File: config.mk
export PLATFORM = sky130hd
export DESIGN_NAME = spi_fifo_master
export DESIGN_NICKNAME = d
export VERILOG_FILES = /design/src/rtl/spi_pkg.sv /design/src/rtl/spi_fifo.sv /design/src/rtl/spi_clkdiv.sv /design/src/rtl/spi_engine.sv /design/src/rtl/spi_fifo_master.sv
export SDC_FILE = /design/constraint.sdc
export NUM_CORES = 1
export LEC_CHECK = 0
export ABC_AREA = 1
export BUFFER_PORTS_ARGS = -buffer_cell sky130_fd_sc_hd__buf_2
export CORE_UTILIZATION = 66
export CTS_CLUSTER_DIAMETER = 60
export DETAILED_ROUTE_END_ITERATION = 8
export GPL_ROUTABILITY_DRIVEN = 0
export PLACE_DENSITY = 0.91
export SLEW_MARGIN = 20
export SYNTH_ARGS = -nofsm -noshare
export SYNTH_HDL_FRONTEND = slang
export SYNTH_SLANG_ARGS = --single-unit
File: constraint.sdc
create_clock -name clk -period 5.15 [get_ports clk]
set_input_delay 1.545 -clock clk [delete_from_list [all_inputs] [get_ports clk]]
set_output_delay 1.545 -clock clk [all_outputs]
set_load 0.005 [all_outputs]
File: src/rtl/spi_pkg.sv
package spi_pkg;
  typedef enum logic [1:0] {
    TM_XCHG     = 2'd0,
    TM_SENDONLY = 2'd1,
    TM_FETCH    = 2'd2,
    TM_XCHG_ALT = 2'd3
  } tmode_e;

  typedef enum logic [1:0] {
    ST_IDLE  = 2'd0,
    ST_SHIFT = 2'd1,
    ST_GAP   = 2'd2
  } eng_st_e;
endpackage

File: src/rtl/spi_fifo.sv
module spi_fifo #(
  parameter int DW    = 16,
  parameter int DEPTH = 8
) (
  input  logic          clk,
  input  logic          rst_n,
  input  logic          wr_en,
  input  logic [DW-1:0] wr_data,
  input  logic          rd_en,
  output logic [DW-1:0] rd_data,
  output logic          full,
  output logic          empty
);
  localparam int AW = $clog2(DEPTH);

  logic [DW-1:0] mem [DEPTH];
  logic [AW-1:0] wp, rp;
  logic [AW:0]   cnt;
  logic          do_wr, do_rd;

  assign full    = (cnt == (AW+1)'(DEPTH));
  assign empty   = (cnt == '0);
  assign do_wr   = wr_en && !full;
  assign do_rd   = rd_en && !empty;
  assign rd_data = mem[rp];

  always_ff @(posedge clk or negedge rst_n) begin
    if (!rst_n) begin
      wp  <= '0;
      rp  <= '0;
      cnt <= '0;
    end else begin
      if (do_wr) wp <= wp + 1'b1;
      if (do_rd) rp <= rp + 1'b1;
      case ({do_wr, do_rd})
        2'b10:   cnt <= cnt + 1'b1;
        2'b01:   cnt <= cnt - 1'b1;
        default: cnt <= cnt;
      endcase
    end
  end

  always_ff @(posedge clk) begin
    if (do_wr) mem[wp] <= wr_data;
  end
endmodule

File: src/rtl/spi_clkdiv.sv
module spi_clkdiv #(
  parameter int CW = 8
) (
  input  logic          clk,
  input  logic          rst_n,
  input  logic          en,
  input  logic [CW-1:0] half_div,
  output logic          tick
);
  logic [CW-1:0] cnt;
  logic [CW-1:0] lim;

  assign lim  = (half_div == '0) ? '0 : half_div - 1'b1;
  assign tick = en && (cnt >= lim);

  always_ff @(posedge clk or negedge rst_n) begin
    if (!rst_n)          cnt <= '0;
    else if (!en || tick) cnt <= '0;
    else                 cnt <= cnt + 1'b1;
  end
endmodule

File: src/rtl/spi_engine.sv
module spi_engine
  import spi_pkg::*;
#(
  parameter int DW = 16,
  parameter int LW = $clog2(DW)
) (
  input  logic          clk,
  input  logic          rst_n,
  input  logic          cpol,
  input  logic          cpha,
  input  logic [LW-1:0] len_m1,
  input  logic [1:0]    tmode,
  input  logic          tick,
  input  logic          tx_avail,
  input  logic [DW-1:0] tx_word,
  input  logic          frames_left_nz,
  input  logic          miso,
  output logic          tx_pop,
  output logic          frame_dec,
  output logic          rx_push,
  output logic [DW-1:0] rx_word,
  output logic          run,
  output logic          sck,
  output logic          cs_n,
  output logic          mosi
);
  eng_st_e       st;
  tmode_e        md;
  logic [LW:0]   edge_k;
  logic          ph, cs_q, mosi_q;
  logic [DW-1:0] tx_sh, rx_sh, aligned, rx_next;
  logic          fetch, keep_rx, work, leading, last, samp, drv, load;

  always_comb begin
    md      = tmode_e'(tmode);
    fetch   = (md == TM_FETCH);
    keep_rx = (md != TM_SENDONLY);
    work    = fetch ? frames_left_nz : tx_avail;
    leading = ~edge_k[0];
    last    = (edge_k == {len_m1, 1'b1});
    samp    = leading ^ cpha;
    drv     = cpha ? leading : (~leading & ~last);
    load    = work && ((st == ST_IDLE) || (st == ST_GAP && tick));
    aligned = fetch ? '0 : (tx_word << (LW'(DW-1) - len_m1));
    rx_next = samp ? {rx_sh[DW-2:0], miso} : rx_sh;
  end

  assign tx_pop    = load && !fetch;
  assign frame_dec = load && fetch;
  assign rx_push   = (st == ST_SHIFT) && tick && last && keep_rx;
  assign rx_word   = rx_next;
  assign run       = (st != ST_IDLE);
  assign sck       = cpol ^ ph;
  assign cs_n      = cs_q;
  assign mosi      = mosi_q;

  always_ff @(posedge clk or negedge rst_n) begin
    if (!rst_n) begin
      st     <= ST_IDLE;
      edge_k <= '0;
      ph     <= 1'b0;
      cs_q   <= 1'b1;
      mosi_q <= 1'b0;
      tx_sh  <= '0;
      rx_sh  <= '0;
    end else if (load) begin
      st     <= ST_SHIFT;
      cs_q   <= 1'b0;
      edge_k <= '0;
      ph     <= 1'b0;
      rx_sh  <= '0;
      mosi_q <= cpha ? 1'b0 : aligned[DW-1];
      tx_sh  <= cpha ? aligned : (aligned << 1);
    end else begin
      case (st)
        ST_SHIFT: if (tick) begin
          ph <= ~ph;
          if (samp) rx_sh <= rx_next;
          if (drv) begin
            mosi_q <= tx_sh[DW-1];
            tx_sh  <= tx_sh << 1;
          end
          if (last) st <= ST_GAP;
          else      edge_k <= edge_k + 1'b1;
        end
        ST_GAP: if (tick) begin
          st     <= ST_IDLE;
          cs_q   <= 1'b1;
          mosi_q <= 1'b0;
        end
        default: st <= ST_IDLE;
      endcase
    end
  end
endmodule

File: src/rtl/spi_fifo_master.sv
module spi_fifo_master #(
  parameter int DW    = 16,
  parameter int DEPTH = 8,
  parameter int DIVW  = 8,
  parameter int CNTW  = 8,
  parameter int LW    = $clog2(DW)
) (
  input  logic            clk,
  input  logic            rst_n,
  input  logic            cfg_cpol,
  input  logic            cfg_cpha,
  input  logic [LW-1:0]   cfg_len_m1,
  input  logic [DIVW-1:0] cfg_div,
  input  logic [1:0]      cfg_tmode,
  input  logic            frm_cnt_wr,
  input  logic [CNTW-1:0] frm_cnt,
  input  logic            tx_valid,
  output logic            tx_ready,
  input  logic [DW-1:0]   tx_data,
  output logic            rx_valid,
  input  logic            rx_ready,
  output logic [DW-1:0]   rx_data,
  output logic            sck,
  output logic            cs_n,
  output logic            mosi,
  input  logic            miso,
  output logic            tx_empty,
  output logic            tx_full,
  output logic            rx_empty,
  output logic            rx_full,
  output logic            rx_overflow,
  output logic            busy
);
  logic            tick, run, tx_pop, frame_dec, rx_push;
  logic [DW-1:0]   tx_head, rx_word;
  logic [CNTW-1:0] frames_left;
  logic            ovf_q;

  spi_fifo #(.DW(DW), .DEPTH(DEPTH)) u_txq (
    .clk(clk), .rst_n(rst_n),
    .wr_en(tx_valid), .wr_data(tx_data),
    .rd_en(tx_pop), .rd_data(tx_head),
    .full(tx_full), .empty(tx_empty)
  );

  spi_fifo #(.DW(DW), .DEPTH(DEPTH)) u_rxq (
    .clk(clk), .rst_n(rst_n),
    .wr_en(rx_push), .wr_data(rx_word),
    .rd_en(rx_ready), .rd_data(rx_data),
    .full(rx_full), .empty(rx_empty)
  );

  spi_clkdiv #(.CW(DIVW)) u_div (
    .clk(clk), .rst_n(rst_n), .en(run), .half_div(cfg_div), .tick(tick)
  );

  spi_engine #(.DW(DW), .LW(LW)) u_eng (
    .clk(clk), .rst_n(rst_n),
    .cpol(cfg_cpol), .cpha(cfg_cpha), .len_m1(cfg_len_m1), .tmode(cfg_tmode),
    .tick(tick), .tx_avail(!tx_empty), .tx_word(tx_head),
    .frames_left_nz(frames_left != '0), .miso(miso),
    .tx_pop(tx_pop), .frame_dec(frame_dec), .rx_push(rx_push), .rx_word(rx_word),
    .run(run), .sck(sck), .cs_n(cs_n), .mosi(mosi)
  );

  always_ff @(posedge clk or negedge rst_n) begin
    if (!rst_n) begin
      frames_left <= '0;
      ovf_q       <= 1'b0;
    end else begin
      if (frm_cnt_wr)     frames_left <= frm_cnt;
      else if (frame_dec) frames_left <= frames_left - 1'b1;
      if (rx_push && rx_full) ovf_q <= 1'b1;
    end
  end

  assign tx_ready    = !tx_full;
  assign rx_valid    = !rx_empty;
  assign rx_overflow = ovf_q;
  assign busy        = run;
endmodule

==> results of run 1 <==
routing by layer:
metal,wire length [microns],vias up
li1,-,5674
met3,3660,156
met5,0,-
met4,1610,0
met1,13800,5857
met2,19400,804
stage by stage:
| stage | utilization, % | instance area (sq um) |
|---|---|---|
| floorplan | - | 15800 |
| global placement | 70.0 | 16400 |
| detailed placement | 70.0 | 16400 |
| CTS | 74.7 | 17500 |
| global route | 74.8 | 17600 |
| finish | 74.8 | 17600 |
worst paths after layout:
check,from,to,slack (ns),cells past startpoint
worst max-delay path,cfg_div[0],u_txq.cnt[3],0.42,26
worst min-delay path,u_div.cnt[0],u_div.cnt[0],0.49,1
worst max register to register,u_div.cnt[7],u_rxq.cnt[3],1.97,19
worst min register to register,u_div.cnt[0],u_div.cnt[0],0.49,1
max in group asynchronous,rst_n,u_txq.rp[0],3.17,2
min in group asynchronous,rst_n,frames_left[4],1.05,1
synthesized netlist by cell type (2+ instances only):
cell type / n
sky130_fd_sc_hd__nor3_1: 12
sky130_fd_sc_hd__edfxtp_1: 256
sky130_fd_sc_hd__dfrtp_1: 78
sky130_fd_sc_hd__nand2_1: 385
sky130_fd_sc_hd__nor2_4: 2
sky130_fd_sc_hd__nand4_1: 9
sky130_fd_sc_hd__buf_4: 6
sky130_fd_sc_hd__inv_2: 10
sky130_fd_sc_hd__a21oi_1: 21
sky130_fd_sc_hd__clkbuf_1: 31
sky130_fd_sc_hd__a211oi_1: 3
sky130_fd_sc_hd__ha_1: 26
sky130_fd_sc_hd__xnor2_1: 7
sky130_fd_sc_hd__o21ai_0: 113
sky130_fd_sc_hd__nand2_2: 2
sky130_fd_sc_hd__a21boi_0: 2
sky130_fd_sc_hd__nor4_1: 2
sky130_fd_sc_hd__xor2_1: 14
sky130_fd_sc_hd__buf_6: 6
sky130_fd_sc_hd__or2_2: 4
sky130_fd_sc_hd__o21ai_1: 9
sky130_fd_sc_hd__nor2_2: 3
sky130_fd_sc_hd__a31oi_1: 17
sky130_fd_sc_hd__nor3b_1: 3
sky130_fd_sc_hd__inv_1: 162
sky130_fd_sc_hd__buf_2: 22
sky130_fd_sc_hd__o22ai_1: 16
sky130_fd_sc_hd__nand3_1: 176
sky130_fd_sc_hd__buf_1: 7
sky130_fd_sc_hd__a211oi_2: 7
sky130_fd_sc_hd__o31ai_1: 2
sky130_fd_sc_hd__nor2_1: 237
kinds of logic after synthesis:
| logic type | Yosys count |
|---|---|
| compound gates | 195 |
| xor+xnor | 21 |
| fa+ha+maj | 27 |
| buf+inv | 245 |
| flops | 335 |
| mux | 1 |
| simple gates | 836 |
critical path, cell delays in order:
cell and delay (ns):
sky130_fd_sc_hd__buf_2 0.09, sky130_fd_sc_hd__inv_1 0.05, sky130_fd_sc_hd__ha_1 0.23, sky130_fd_sc_hd__nand2_1 0.13
sky130_fd_sc_hd__nor3_2 0.06, sky130_fd_sc_hd__nand2_1 0.11, sky130_fd_sc_hd__inv_1 0.08, sky130_fd_sc_hd__or2_2 0.27
sky130_fd_sc_hd__ha_1 0.31, sky130_fd_sc_hd__a21oi_1 0.15, sky130_fd_sc_hd__o21ai_1 0.07, sky130_fd_sc_hd__nand2_1 0.10
sky130_fd_sc_hd__o2111ai_4 0.17, sky130_fd_sc_hd__a21oi_2 0.28, sky130_fd_sc_hd__nor2_4 0.06, sky130_fd_sc_hd__inv_4 0.07
sky130_fd_sc_hd__nor2_2 0.06, sky130_fd_sc_hd__ha_1 0.26, sky130_fd_sc_hd__nand2_1 0.13, sky130_fd_sc_hd__inv_1 0.06
sky130_fd_sc_hd__nor2_1 0.15, sky130_fd_sc_hd__nand2_1 0.08, sky130_fd_sc_hd__nor2_1 0.17, sky130_fd_sc_hd__a31oi_1 0.07
sky130_fd_sc_hd__a211oi_1 0.23, sky130_fd_sc_hd__xor2_1 0.17
sequential cells by signal (all words and copies together) (netlist names), 5 cells and up:
register      flops
u_txq.mem       128
u_eng.rx_sh      16
u_eng.edge_k      5
u_rxq.mem       128
u_eng.tx_sh      16
u_div.cnt         8
frames_left       8
cell type report:
cell class              count  area share (%)
multi-input cells        1080            29.3
clock inverters            14           0.940
repair buffers            102            3.35
clock buffers              49            5.34
well taps                 319            2.27
flip-flops and latches    335            55.1
diodes                      1          0.0142
inverters                 173            3.71
power by group:
group          total, mW  switching [mW]  internal (mW)
clock               2.45            1.05           1.40
sequential          3.43           0.190           3.24
combinational       3.20            2.21          0.995
==> run_summary.xml, run 1 <==
<?xml version="1.0" encoding="UTF-8"?>
<metrics>
  <group name="run_status">
    <metric name="outcome" unit="">finished clean</metric>
  </group>
  <group name="sta">
    <metric name="slew-limit-headroom" unit="%">21.8</metric>
    <metric name="setup_tns" unit="ns">0</metric>
    <metric name="finalWorstSetupSlack" unit="ns">0.417</metric>
    <metric name="fmax_achieved" unit="GHz">0.211</metric>
    <metric name="final.period_utilization" unit="%">91.9</metric>
    <metric name="fin_crit" unit="ns">4.73</metric>
    <metric name="worst_clock_skew" unit="ns">0.0238</metric>
    <metric name="worst_case_hold_slack" unit="ns">0.488</metric>
    <metric name="finalSetupViolations" unit="">0</metric>
    <metric name="timing_max_transition_violations_final" unit="">0</metric>
    <metric name="rsz0062_at_grt" unit="">no</metric>
    <metric name="tightest_slew" unit="ns">1.16</metric>
    <metric name="final_hold_viol_count" unit="">0</metric>
  </group>
  <group name="setup_path">
    <metric name="cp_data_arrival_time" unit="ns">5.18</metric>
    <metric name="worst_setup_path_start_kind" unit="">primary input</metric>
    <metric name="type_of_destination_of_the_critical_path" unit="">flop</metric>
    <metric name="critical_path_required" unit="ns">5.60</metric>
    <metric name="cp_max_fo" unit="">6</metric>
    <metric name="worst-setup-path-type" unit="">in -&gt; reg</metric>
  </group>
  <group name="power">
    <metric name="total_power" unit="mW">9.07</metric>
    <metric name="power_leakage" unit="nW">7.48</metric>
    <metric name="vdd.ir_drop.worst" unit="V">0.000446</metric>
    <metric name="pwr_density_cell" unit="mW/mm^2">517</metric>
  </group>
  <group name="die">
    <metric name="design.die.area" unit="sq mm">0.0245</metric>
    <metric name="number_of_i_o_pins" unit="">73</metric>
    <metric name="initial_util" unit="%">67.3</metric>
    <metric name="die_h" unit="microns">157</metric>
    <metric name="die-width" unit="microns">157</metric>
    <metric name="fp.coreArea" unit="sq mm">0.0235</metric>
    <metric name="core.rowCount" unit="">56</metric>
  </group>
  <group name="synthesis">
    <metric name="async_flop_share" unit="%">23.6</metric>
    <metric name="ys_top_cells_by_area" unit="">sky130_fd_sc_hd__edfxtp_1 (49%), sky130_fd_sc_hd__dfrtp_1 (12%), sky130_fd_sc_hd__nand2_1 (9.2%), sky130_fd_sc_hd__nor2_1 (5.6%), sky130_fd_sc_hd__nand3_1 (5.6%)</metric>
    <metric name="synth-adder-area-share" unit="%">2.19</metric>
    <metric name="synth_cell_types" unit="">42</metric>
    <metric name="top_flip_flop_cell_by_instance_count_after_synthesis" unit="">sky130_fd_sc_hd__edfxtp_1</metric>
    <metric name="main_combinational_cell_family_by_area_after_synthesis" unit="">simple AND/OR/NAND/NOR gates</metric>
    <metric name="syn-instance-count" unit="">1660</metric>
    <metric name="simple_gate_fraction_of_synth_area" unit="%">21.9</metric>
    <metric name="synth_edf_count" unit="">256</metric>
    <metric name="ys_seq_area_share" unit="%">61.2</metric>
    <metric name="syn_avg_cell_area" unit="sq um">9.51</metric>
    <metric name="synthXorXnorAreaFrac" unit="%">1.16</metric>
    <metric name="synthesized_area_fraction_occupied_by_ao_oa_aoi_and_oai_cells" unit="%">7.07</metric>
    <metric name="netlist.top_cell.by_area" unit="">sky130_fd_sc_hd__edfxtp_1</metric>
    <metric name="syn-cell-area" unit="sq mm">0.0158</metric>
    <metric name="ys_ff_latch" unit="">335</metric>
    <metric name="synth.net_count" unit="">1733</metric>
    <metric name="muxShareOfSynthArea" unit="%">0.0713</metric>
    <metric name="synthDominantCellAreaShare" unit="%">48.7</metric>
    <metric name="ys_warn_count" unit="">0</metric>
  </group>
  <group name="global_routing">
    <metric name="grt_start_max_net_pins" unit="">75</metric>
    <metric name="gr-usage-all-layers" unit="%">31.4</metric>
    <metric name="global_route_met3_usage" unit="%">5.15</metric>
    <metric name="grt_remaining_overflow" unit="">0</metric>
    <metric name="grt.busiest_layer" unit="">met2</metric>
    <metric name="vias_in_the_first_global_route" unit="">11994</metric>
    <metric name="grt_antenna_before_repair" unit="">1</metric>
    <metric name="met2_track_demand_over_resource" unit="%">55.3</metric>
    <metric name="grt_first_pass_wirelength" unit="microns">59100</metric>
    <metric name="use_met1" unit="%">37.5</metric>
  </group>
  <group name="routing">
    <metric name="antenna_violating_nets_post_route" unit="">0</metric>
    <metric name="wirelength" unit="microns">38500</metric>
    <metric name="drt-pass1-iter-count" unit="">6</metric>
    <metric name="dr.first_iter.drc_count" unit="">1907</metric>
    <metric name="total_number_of_vias" unit="">12491</metric>
    <metric name="route.detailed.drc" unit="">0</metric>
    <metric name="routedWlPerCell" unit="microns">18.6</metric>
    <metric name="vias_per_cell" unit="">6.03</metric>
  </group>
  <group name="cts">
    <metric name="worst_skew_pair.late_latency" unit="ns">0.54</metric>
    <metric name="cts_setup_buffers" unit="">0</metric>
    <metric name="path_clk_slew" unit="ns">0.06</metric>
    <metric name="cts.sink_count" unit="">335</metric>
    <metric name="cts_buffer_depth" unit="">3</metric>
    <metric name="cts.root.buffer_cell" unit="">sky130_fd_sc_hd__clkbuf_16</metric>
    <metric name="post_cts_resized" unit="">0</metric>
    <metric name="cts_bufs_inserted" unit="">35</metric>
    <metric name="postCtsHoldBufs" unit="">0</metric>
    <metric name="cts_tree" unit="">yes</metric>
    <metric name="cts_max_level" unit="">2</metric>
  </group>
  <group name="place">
    <metric name="dpl_ws" unit="ns">-0.211</metric>
    <metric name="numPortBuffers" unit="">72</metric>
    <metric name="placed_wire_length_estimate" unit="microns">22100</metric>
    <metric name="dpl.cell_count" unit="">2009</metric>
  </group>
  <group name="run">
    <metric name="maxCapViolations" unit="">0</metric>
  </group>
  <group name="final_layout">
    <metric name="fill_cells" unit="">1410</metric>
    <metric name="final_cell_count_no_fill" unit="">2073</metric>
    <metric name="layout.nets" unit="">1800</metric>
    <metric name="final_cell_mix" unit="">sky130_fd_sc_hd__nand2_1 (385), sky130_fd_sc_hd__edfxtp_1 (256), sky130_fd_sc_hd__nor2_1 (237), sky130_fd_sc_hd__nand3_1 (176), sky130_fd_sc_hd__inv_1 (161)</metric>
    <metric name="area_delta_synth_final" unit="%">11.2</metric>
    <metric name="mostFrequentLayoutCell" unit="">sky130_fd_sc_hd__nand2_1</metric>
    <metric name="multi_input_logic_area" unit="sq mm">0.00515</metric>
    <metric name="drive_above_1_share" unit="%">10.9</metric>
    <metric name="regArea" unit="sq mm">0.00967</metric>
  </group>
  <group name="hold_path">
    <metric name="min-delay-path-class" unit="">reg -&gt; reg</metric>
  </group>
</metrics>
(Power assumes the default switching activity.)
==> run 2: changes to the inputs <==
--- a/config.mk
+++ b/config.mk
@@ -5,7 +5,6 @@
 export SDC_FILE = /design/constraint.sdc
 export NUM_CORES = 1
 export LEC_CHECK = 0
-export ABC_AREA = 1
 export BUFFER_PORTS_ARGS = -buffer_cell sky130_fd_sc_hd__buf_2
 export CORE_UTILIZATION = 66
 export CTS_CLUSTER_DIAMETER = 60
==> run 2 against run 1 <==
Effect of this change: sequential share of layout area grew 1.1 points; critical path depth shrank 8; first-iteration DRC count shrank 44%; die area shrank 3.9%; via count shrank 26%; utilization grew 1.5 points; non-clock buffer count grew 3; clock power grew 11%; largest cell class unchanged; maximum frequency grew 1.8%; worst setup slack gained 0.083 ns; highest routed layer unchanged.
==> run_summary.xml, run 2 <==
<?xml version="1.0" encoding="UTF-8"?>
<metrics>
  <group name="routing">
    <metric name="wirelength" unit="microns">34200</metric>
    <metric name="route.detailed.drc" unit="">0</metric>
    <metric name="routedWlPerCell" unit="microns">25.0</metric>
    <metric name="vias_per_cell" unit="">6.73</metric>
    <metric name="total_number_of_vias" unit="">9233</metric>
    <metric name="drt-pass1-iter-count" unit="">6</metric>
    <metric name="dr.first_iter.drc_count" unit="">1073</metric>
    <metric name="antenna_violating_nets_post_route" unit="">0</metric>
  </group>
  <group name="setup_path">
    <metric name="worst-setup-path-type" unit="">in -&gt; reg</metric>
    <metric name="cp_data_arrival_time" unit="ns">5.04</metric>
    <metric name="cpMaxStageDelayCell" unit="">sky130_fd_sc_hd__or4_1</metric>
    <metric name="worst_setup_path_start_kind" unit="">primary input</metric>
    <metric name="critPathMaxStageDelay" unit="ns">0.50</metric>
    <metric name="critical_path_required" unit="ns">5.54</metric>
    <metric name="critical_path.cell_chain" unit="">buf_2 &gt; nor2_1 &gt; nand3_1 &gt; nor4_1 &gt; mux2i_1 &gt; ha_1 &gt; nand2_1 &gt; o21ai_0 &gt; nand2_1 &gt; o31a_1 &gt; or4_1 &gt; ha_1 &gt; ha_1 &gt; a21o_1 &gt; a21oi_1 &gt; xnor2_1 &gt; nor2_1 &gt; xor2_1</metric>
    <metric name="cp_max_fo" unit="">3</metric>
    <metric name="crit_path_frequent_cell" unit="">sky130_fd_sc_hd__ha_1</metric>
    <metric name="crit-reg2reg-launch" unit="">u_txq.rp[1]</metric>
    <metric name="crit_path_from" unit="">cfg_div[2]</metric>
    <metric name="type_of_destination_of_the_critical_path" unit="">flop</metric>
  </group>
  <group name="sta">
    <metric name="fmax_achieved" unit="GHz">0.215</metric>
    <metric name="rsz0062_at_grt" unit="">no</metric>
    <metric name="tightest_slew" unit="ns">1.06</metric>
    <metric name="fin_crit" unit="ns">4.65</metric>
    <metric name="timing_max_transition_violations_final" unit="">0</metric>
    <metric name="worst_clock_skew" unit="ns">0.0273</metric>
    <metric name="slew-limit-headroom" unit="%">29.3</metric>
    <metric name="final.period_utilization" unit="%">90.3</metric>
    <metric name="finalSetupViolations" unit="">0</metric>
    <metric name="final_hold_viol_count" unit="">0</metric>
    <metric name="setup_tns" unit="ns">0</metric>
  </group>
  <group name="run_status">
    <metric name="outcome" unit="">finished clean</metric>
  </group>
  <group name="synthesis">
    <metric name="synth_edf_count" unit="">256</metric>
    <metric name="ys_ff_latch" unit="">335</metric>
    <metric name="synthDominantCellAreaShare" unit="%">50.7</metric>
    <metric name="synth_cell_types" unit="">64</metric>
    <metric name="synthMostInstantiatedCell" unit="">sky130_fd_sc_hd__edfxtp_1</metric>
    <metric name="netlist.top_cell.by_area" unit="">sky130_fd_sc_hd__edfxtp_1</metric>
    <metric name="ys_seq_area_share" unit="%">63.7</metric>
    <metric name="synth_common_cells" unit="">sky130_fd_sc_hd__edfxtp_1 (256), sky130_fd_sc_hd__dfrtp_1 (78), sky130_fd_sc_hd__nand2_1 (65), sky130_fd_sc_hd__nor2_1 (64), sky130_fd_sc_hd__mux2i_1 (62)</metric>
    <metric name="ys_warn_count" unit="">0</metric>
    <metric name="top_flip_flop_cell_by_instance_count_after_synthesis" unit="">sky130_fd_sc_hd__edfxtp_1</metric>
    <metric name="syn-instance-count" unit="">963</metric>
    <metric name="syn-cell-area" unit="sq mm">0.0152</metric>
    <metric name="synth.net_count" unit="">1036</metric>
    <metric name="syn_avg_cell_area" unit="sq um">15.7</metric>
    <metric name="async_flop_share" unit="%">23.6</metric>
    <metric name="ys_top_cells_by_area" unit="">sky130_fd_sc_hd__edfxtp_1 (51%), sky130_fd_sc_hd__dfrtp_1 (13%), sky130_fd_sc_hd__mux4_2 (6.5%), sky130_fd_sc_hd__mux4_1 (4.3%), sky130_fd_sc_hd__mux2i_1 (4.1%)</metric>
  </group>
  <group name="cts">
    <metric name="cts_setup_buffers" unit="">0</metric>
    <metric name="postCtsHoldBufs" unit="">0</metric>
    <metric name="cts.sink_count" unit="">335</metric>
    <metric name="cts_max_level" unit="">2</metric>
    <metric name="cts_bufs_inserted" unit="">36</metric>
    <metric name="cts_buffer_depth" unit="">3</metric>
    <metric name="worst_skew_pair.late_latency" unit="ns">0.52</metric>
    <metric name="cts_tree" unit="">yes</metric>
    <metric name="post_cts_resized" unit="">0</metric>
    <metric name="cts.root.buffer_cell" unit="">sky130_fd_sc_hd__clkbuf_16</metric>
    <metric name="path_clk_slew" unit="ns">0.06</metric>
  </group>
  <group name="global_routing">
    <metric name="grt_antenna_before_repair" unit="">0</metric>
    <metric name="grt_start_max_net_pins" unit="">80</metric>
    <metric name="vias_in_the_first_global_route" unit="">9468</metric>
    <metric name="gr-usage-all-layers" unit="%">30.0</metric>
    <metric name="grt_remaining_overflow" unit="">0</metric>
    <metric name="grt_first_pass_wirelength" unit="microns">53000</metric>
  </group>
  <group name="final_layout">
    <metric name="layout.nets" unit="">1130</metric>
    <metric name="reg.largest.list" unit="">u_rxq.mem (128), u_txq.mem (128)</metric>
    <metric name="drive_above_1_share" unit="%">24.3</metric>
    <metric name="fill_cells" unit="">1192</metric>
    <metric name="mostFrequentLayoutCell" unit="">sky130_fd_sc_hd__edfxtp_1</metric>
    <metric name="area_delta_synth_final" unit="%">13.6</metric>
    <metric name="final_cell_mix" unit="">sky130_fd_sc_hd__edfxtp_1 (256), sky130_fd_sc_hd__dfrtp_1 (77), sky130_fd_sc_hd__buf_2 (71), sky130_fd_sc_hd__nand2_1 (65), sky130_fd_sc_hd__nor2_1 (64)</metric>
  </group>
  <group name="power">
    <metric name="pwr_density_cell" unit="mW/mm^2">512</metric>
    <metric name="total_power" unit="mW">8.81</metric>
    <metric name="power_leakage" unit="nW">6.39</metric>
    <metric name="vdd.ir_drop.worst" unit="V">0.000405</metric>
  </group>
  <group name="hold_path">
    <metric name="hold_start" unit="">rx_overflow</metric>
    <metric name="min-delay-path-class" unit="">reg -&gt; reg</metric>
  </group>
  <group name="run">
    <metric name="maxCapViolations" unit="">0</metric>
  </group>
  <group name="place">
    <metric name="numPortBuffers" unit="">72</metric>
    <metric name="placed_wire_length_estimate" unit="microns">19200</metric>
  </group>
  <group name="die">
    <metric name="number_of_i_o_pins" unit="">73</metric>
    <metric name="die-width" unit="microns">154</metric>
    <metric name="die_h" unit="microns">154</metric>
    <metric name="fp.coreArea" unit="sq mm">0.0226</metric>
    <metric name="initial_util" unit="%">67.2</metric>
    <metric name="design.die.area" unit="sq mm">0.0236</metric>
    <metric name="core.rowCount" unit="">55</metric>
  </group>
</metrics>
## run 2: kinds of logic after synthesis
logic type	share of synthesized area, %
compound gates	4.54
xor+xnor	1.91
fa+ha+maj	2.28
buf+inv	2.62
flops	63.7
mux	18.4
simple gates	6.55
## run 2: per-stage QoR
stage	std cells	hold slack (ns)	instance area [sq um]	setup slack (ns)	util [%]
floorplan	963	0.447	15200	0.0635	-
global placement	1304	0.464	16000	0.178	70.7
detailed placement	1304	0.462	16000	0.0280	70.7
CTS	1369	0.476	17200	0.498	76.2
global route	1369	0.504	17200	0.236	76.3
finish	1371	0.486	17200	0.501	76.3
## run 2: path summary, 6_finish.rpt
kind	cells past startpoint	slack (ns)	endpoint
worst max-delay path	18	0.50	u_rxq.cnt[3]
worst max register to register	8	1.19	u_eng.tx_sh[12]
worst min-delay path	1	0.49	rx_overflow
max in group asynchronous	1	3.56	u_rxq.rp[0]
worst min register to register	1	0.49	rx_overflow
min in group asynchronous	1	1.06	u_txq.cnt[0]
## run 2: cell type report
type / instances / area, sq um / share of cell area (%)
diodes: 2 / 5.00 / 0.0290
clock buffers: 44 / 982 / 5.70
clock inverters: 21 / 272 / 1.58
inverters: 26 / 97.6 / 0.566
multi-input cells: 553 / 5150 / 29.9
flip-flops and latches: 335 / 9670 / 56.1
well taps: 285 / 357 / 2.07
repair buffers: 105 / 702 / 4.07
## run 2: layer usage
layer	vias to the layer above	global-route usage (%)	share of wire, %
li1	3941	-	-
met1	4597	38.0	38
met2	554	50.7	50
met3	141	5.02	7.4
met4	0	14.6	4.9
met5	-	0	0
## run 2: power breakdown
part | internal (mW) | switching [mW] | total (mW) | leakage [nW]
Combinational | 1.22 | 1.35 | 2.57 | 2.44
Clock | 1.67 | 1.05 | 2.71 | 0.618
Sequential | 3.20 | 0.331 | 3.53 | 3.33
## run 2: worst max-delay path: cells and delay by family
| kind | cells | cell delay, ns |
|---|---|---|
| and+or+nand+nor | 7 | 1.30 |
| xor gates and xnor gates | 2 | 0.27 |
| adders and majority gates | 3 | 0.87 |
| AOI/OAI and AO/OA | 4 | 0.78 |
| buffers and inverters | 1 | 0.12 |
| muxes | 1 | 0.16 |
==> run 3: changes to the inputs <==
--- a/config.mk
+++ b/config.mk
@@ -6,11 +6,11 @@
 export NUM_CORES = 1
 export LEC_CHECK = 0
 export BUFFER_PORTS_ARGS = -buffer_cell sky130_fd_sc_hd__buf_2
-export CORE_UTILIZATION = 66
+export CORE_UTILIZATION = 61
 export CTS_CLUSTER_DIAMETER = 60
 export DETAILED_ROUTE_END_ITERATION = 8
 export GPL_ROUTABILITY_DRIVEN = 0
-export PLACE_DENSITY = 0.91
+export PLACE_DENSITY = 0.85
 export SLEW_MARGIN = 20
 export SYNTH_ARGS = -nofsm -noshare
 export SYNTH_HDL_FRONTEND = slang
==> constraint.sdc (replaced) <==
create_clock -name clk -period 4.8 [get_ports clk]
set_input_delay 1.44 -clock clk [delete_from_list [all_inputs] [get_ports clk]]
set_output_delay 1.44 -clock clk [all_outputs]
set_load 0.005 [all_outputs]
==> run 3 against run 2 <==
Effect of this change: combinational power increased by 6%; count of clock-buffer cells in the layout shrank 1; global-route usage is 4.1 points lower; sequential share of layout area down 0.28 points; register-to-register slack better by 0.22 ns; critical path depth fell by 2; via count is 4.8% lower; design area rose by 0.52%; non-clock buffer count increased by 16; utilization decreased by 5.1 points; sequential power rose by 6.5%; critical endpoint unchanged.
==> run_summary.xml, run 3 (synthesis gave the netlist of run 2 again) <==
<?xml version="1.0" encoding="UTF-8"?>
<metrics>
  <group name="sta">
    <metric name="worst_case_hold_slack" unit="ns">0.496</metric>
    <metric name="rsz0062_at_grt" unit="">no</metric>
    <metric name="fmax_achieved" unit="GHz">0.226</metric>
    <metric name="slew-limit-headroom" unit="%">34.9</metric>
    <metric name="tightest_slew" unit="ns">0.976</metric>
    <metric name="finalWorstSetupSlack" unit="ns">0.374</metric>
    <metric name="worst_clock_skew" unit="ns">0.0201</metric>
    <metric name="fin_crit" unit="ns">4.43</metric>
    <metric name="final.period_utilization" unit="%">92.2</metric>
    <metric name="final_hold_viol_count" unit="">0</metric>
    <metric name="timing_max_transition_violations_final" unit="">0</metric>
    <metric name="finalSetupViolations" unit="">0</metric>
  </group>
  <group name="final_layout">
    <metric name="layout.core_utilization" unit="%">71.2</metric>
    <metric name="mostFrequentLayoutCell" unit="">sky130_fd_sc_hd__edfxtp_1</metric>
    <metric name="drive_above_1_share" unit="%">25.8</metric>
    <metric name="layout.nets" unit="">1147</metric>
    <metric name="final_cell_mix" unit="">sky130_fd_sc_hd__edfxtp_1 (256), sky130_fd_sc_hd__dfrtp_1 (76), sky130_fd_sc_hd__buf_2 (71), sky130_fd_sc_hd__nand2_1 (65), sky130_fd_sc_hd__nor2_1 (63)</metric>
    <metric name="reg.largest.list" unit="">u_rxq.mem (128), u_txq.mem (128)</metric>
    <metric name="fill_cells" unit="">1467</metric>
    <metric name="area_delta_synth_final" unit="%">14.2</metric>
  </group>
  <group name="setup_path">
    <metric name="critical_path.reg2reg.endpoint" unit="">u_eng.tx_sh[14]</metric>
    <metric name="critPathMaxStageDelay" unit="ns">0.50</metric>
    <metric name="crit_path_frequent_cell" unit="">sky130_fd_sc_hd__ha_1</metric>
    <metric name="r2r_cells" unit="">7</metric>
    <metric name="reg2reg_setup_slack" unit="ns">1.41</metric>
    <metric name="type_of_destination_of_the_critical_path" unit="">flop</metric>
    <metric name="cp_data_arrival_time" unit="ns">4.83</metric>
    <metric name="worst_setup_path_start_kind" unit="">primary input</metric>
    <metric name="cp_max_fo" unit="">4</metric>
    <metric name="worst-setup-path-type" unit="">in -&gt; reg</metric>
    <metric name="cpMaxStageDelayCell" unit="">sky130_fd_sc_hd__or4_1</metric>
    <metric name="critical_path_required" unit="ns">5.20</metric>
    <metric name="crit-reg2reg-launch" unit="">u_txq.rp[1]</metric>
    <metric name="critical_path.cell_chain" unit="">buf_2 &gt; nor4_1 &gt; a31oi_1 &gt; ha_1 &gt; nand2b_1 &gt; a21oi_1 &gt; o21a_1 &gt; o31a_1 &gt; or4_1 &gt; ha_1 &gt; ha_1 &gt; a21o_1 &gt; a21oi_1 &gt; xnor2_1 &gt; nor2_1 &gt; xor2_1</metric>
  </group>
  <group name="global_routing">
    <metric name="grt_antenna_before_repair" unit="">1</metric>
    <metric name="grt_start_max_net_pins" unit="">59</metric>
    <metric name="global_route_met3_usage" unit="%">4.08</metric>
    <metric name="grt.busiest_layer" unit="">met2</metric>
    <metric name="use_met1" unit="%">34.3</metric>
    <metric name="gr-usage-all-layers" unit="%">25.9</metric>
    <metric name="grt_first_pass_wirelength" unit="microns">50300</metric>
    <metric name="vias_in_the_first_global_route" unit="">9185</metric>
    <metric name="met2_track_demand_over_resource" unit="%">44.2</metric>
    <metric name="grt_remaining_overflow" unit="">0</metric>
  </group>
  <group name="cts">
    <metric name="path_clk_slew" unit="ns">0.06</metric>
    <metric name="cts_bufs_inserted" unit="">37</metric>
    <metric name="cts_tree" unit="">yes</metric>
    <metric name="cts.sink_count" unit="">335</metric>
    <metric name="cts_setup_buffers" unit="">0</metric>
    <metric name="worst_skew_pair.late_latency" unit="ns">0.52</metric>
    <metric name="postCtsHoldBufs" unit="">0</metric>
    <metric name="cts.root.buffer_cell" unit="">sky130_fd_sc_hd__clkbuf_16</metric>
    <metric name="cts_buffer_depth" unit="">3</metric>
    <metric name="cts_max_level" unit="">2</metric>
  </group>
  <group name="die">
    <metric name="die_h" unit="microns">160</metric>
    <metric name="fp.coreArea" unit="sq mm">0.0243</metric>
    <metric name="die-width" unit="microns">160</metric>
    <metric name="initial_util" unit="%">62.4</metric>
    <metric name="number_of_i_o_pins" unit="">73</metric>
    <metric name="design.die.area" unit="sq mm">0.0255</metric>
    <metric name="core.rowCount" unit="">57</metric>
  </group>
  <group name="power">
    <metric name="power_leakage" unit="nW">6.42</metric>
    <metric name="vdd.ir_drop.worst" unit="V">0.000516</metric>
    <metric name="pwr_density_cell" unit="mW/mm^2">531</metric>
    <metric name="total_power" unit="mW">9.20</metric>
  </group>
  <group name="routing">
    <metric name="drt-pass1-iter-count" unit="">5</metric>
    <metric name="route.detailed.drc" unit="">0</metric>
    <metric name="antenna_violating_nets_post_route" unit="">0</metric>
    <metric name="wirelength" unit="microns">31900</metric>
    <metric name="total_number_of_vias" unit="">8786</metric>
    <metric name="vias_per_cell" unit="">6.16</metric>
    <metric name="routedWlPerCell" unit="microns">22.4</metric>
    <metric name="dr.first_iter.drc_count" unit="">733</metric>
  </group>
  <group name="hold_path">
    <metric name="min-delay-path-class" unit="">reg -&gt; reg</metric>
    <metric name="hold_start" unit="">u_rxq.cnt[3]</metric>
    <metric name="whs_path_depth" unit="">1</metric>
    <metric name="hold_end" unit="">u_rxq.cnt[3]</metric>
  </group>
  <group name="place">
    <metric name="placed_wire_length_estimate" unit="microns">19200</metric>
    <metric name="numPortBuffers" unit="">72</metric>
    <metric name="dpl_ws" unit="ns">-0.112</metric>
  </group>
  <group name="run_status">
    <metric name="outcome" unit="">finished clean</metric>
  </group>
  <group name="run">
    <metric name="maxCapViolations" unit="">0</metric>
  </group>
</metrics>
==> run 3: through the flow <==
stage,instances,area [sq um],setup TNS (ns)
detailed placement,1359,16100,-0.264
global placement,1359,16100,-0.00193
global route,1425,17300,0
CTS,1425,17300,0
floorplan,963,15200,-6.34
finish,1426,17300,0
==> run 3: worst max-delay path: cells and delay by family <==
family	cells	cell delay, ns
and+or+nand+nor	4	1.08
adders and majority gates	3	0.81
xor gates and xnor gates	2	0.28
AOI/OAI and AO/OA	6	1.12
buffers and inverters	1	0.11
==> run 3: routing by layer <==
metal / wire (microns) / up-vias
met3: 1910 / 56
met1: 13100 / 4431
met2: 16200 / 322
met5: 0 / -
li1: - / 3977
met4: 660 / 0
==> run 3: final cells by class <==
| cell class | count | area [sq um] | share of cell area (%) |
|---|---|---|---|
| Multi-Input combinational cell | 553 | 5140 | 29.7 |
| Timing Repair Buffer | 121 | 831 | 4.80 |
| Clock inverter | 23 | 185 | 1.07 |
| Antenna cell | 1 | 2.50 | 0.0144 |
| Inverter | 26 | 97.6 | 0.564 |
| Clock buffer | 43 | 991 | 5.72 |
| Sequential cell | 335 | 9670 | 55.8 |
| Tap cell | 324 | 405 | 2.34 |
==> run 3: repair_timing <==
action                                 CTS  global route
resized for setup                        0             1
setup endpoints to repair                0             1
endpoints found under the hold margin    0             0
==> run 3: worst max path at each step <==
stage                    start              end  slack [ns]  cells past startpoint
floorplan           cfg_div[3]  u_rxq.mem[7][0]       -0.11                     14
global placement    cfg_div[4]     u_rxq.cnt[3]      -0.002                     16
detailed placement  cfg_div[0]     u_rxq.cnt[3]       -0.11                     19
CTS                 cfg_div[4]     u_rxq.cnt[3]        0.36                     16
global route        cfg_div[3]     u_rxq.cnt[3]        0.08                     19
finish              cfg_div[4]     u_rxq.cnt[3]        0.37                     16
==> run 3: report_power, final <==
part | switching, mW | internal (mW)
Sequential | 0.325 | 3.44
Clock | 1.13 | 1.60
Combinational | 1.39 | 1.33
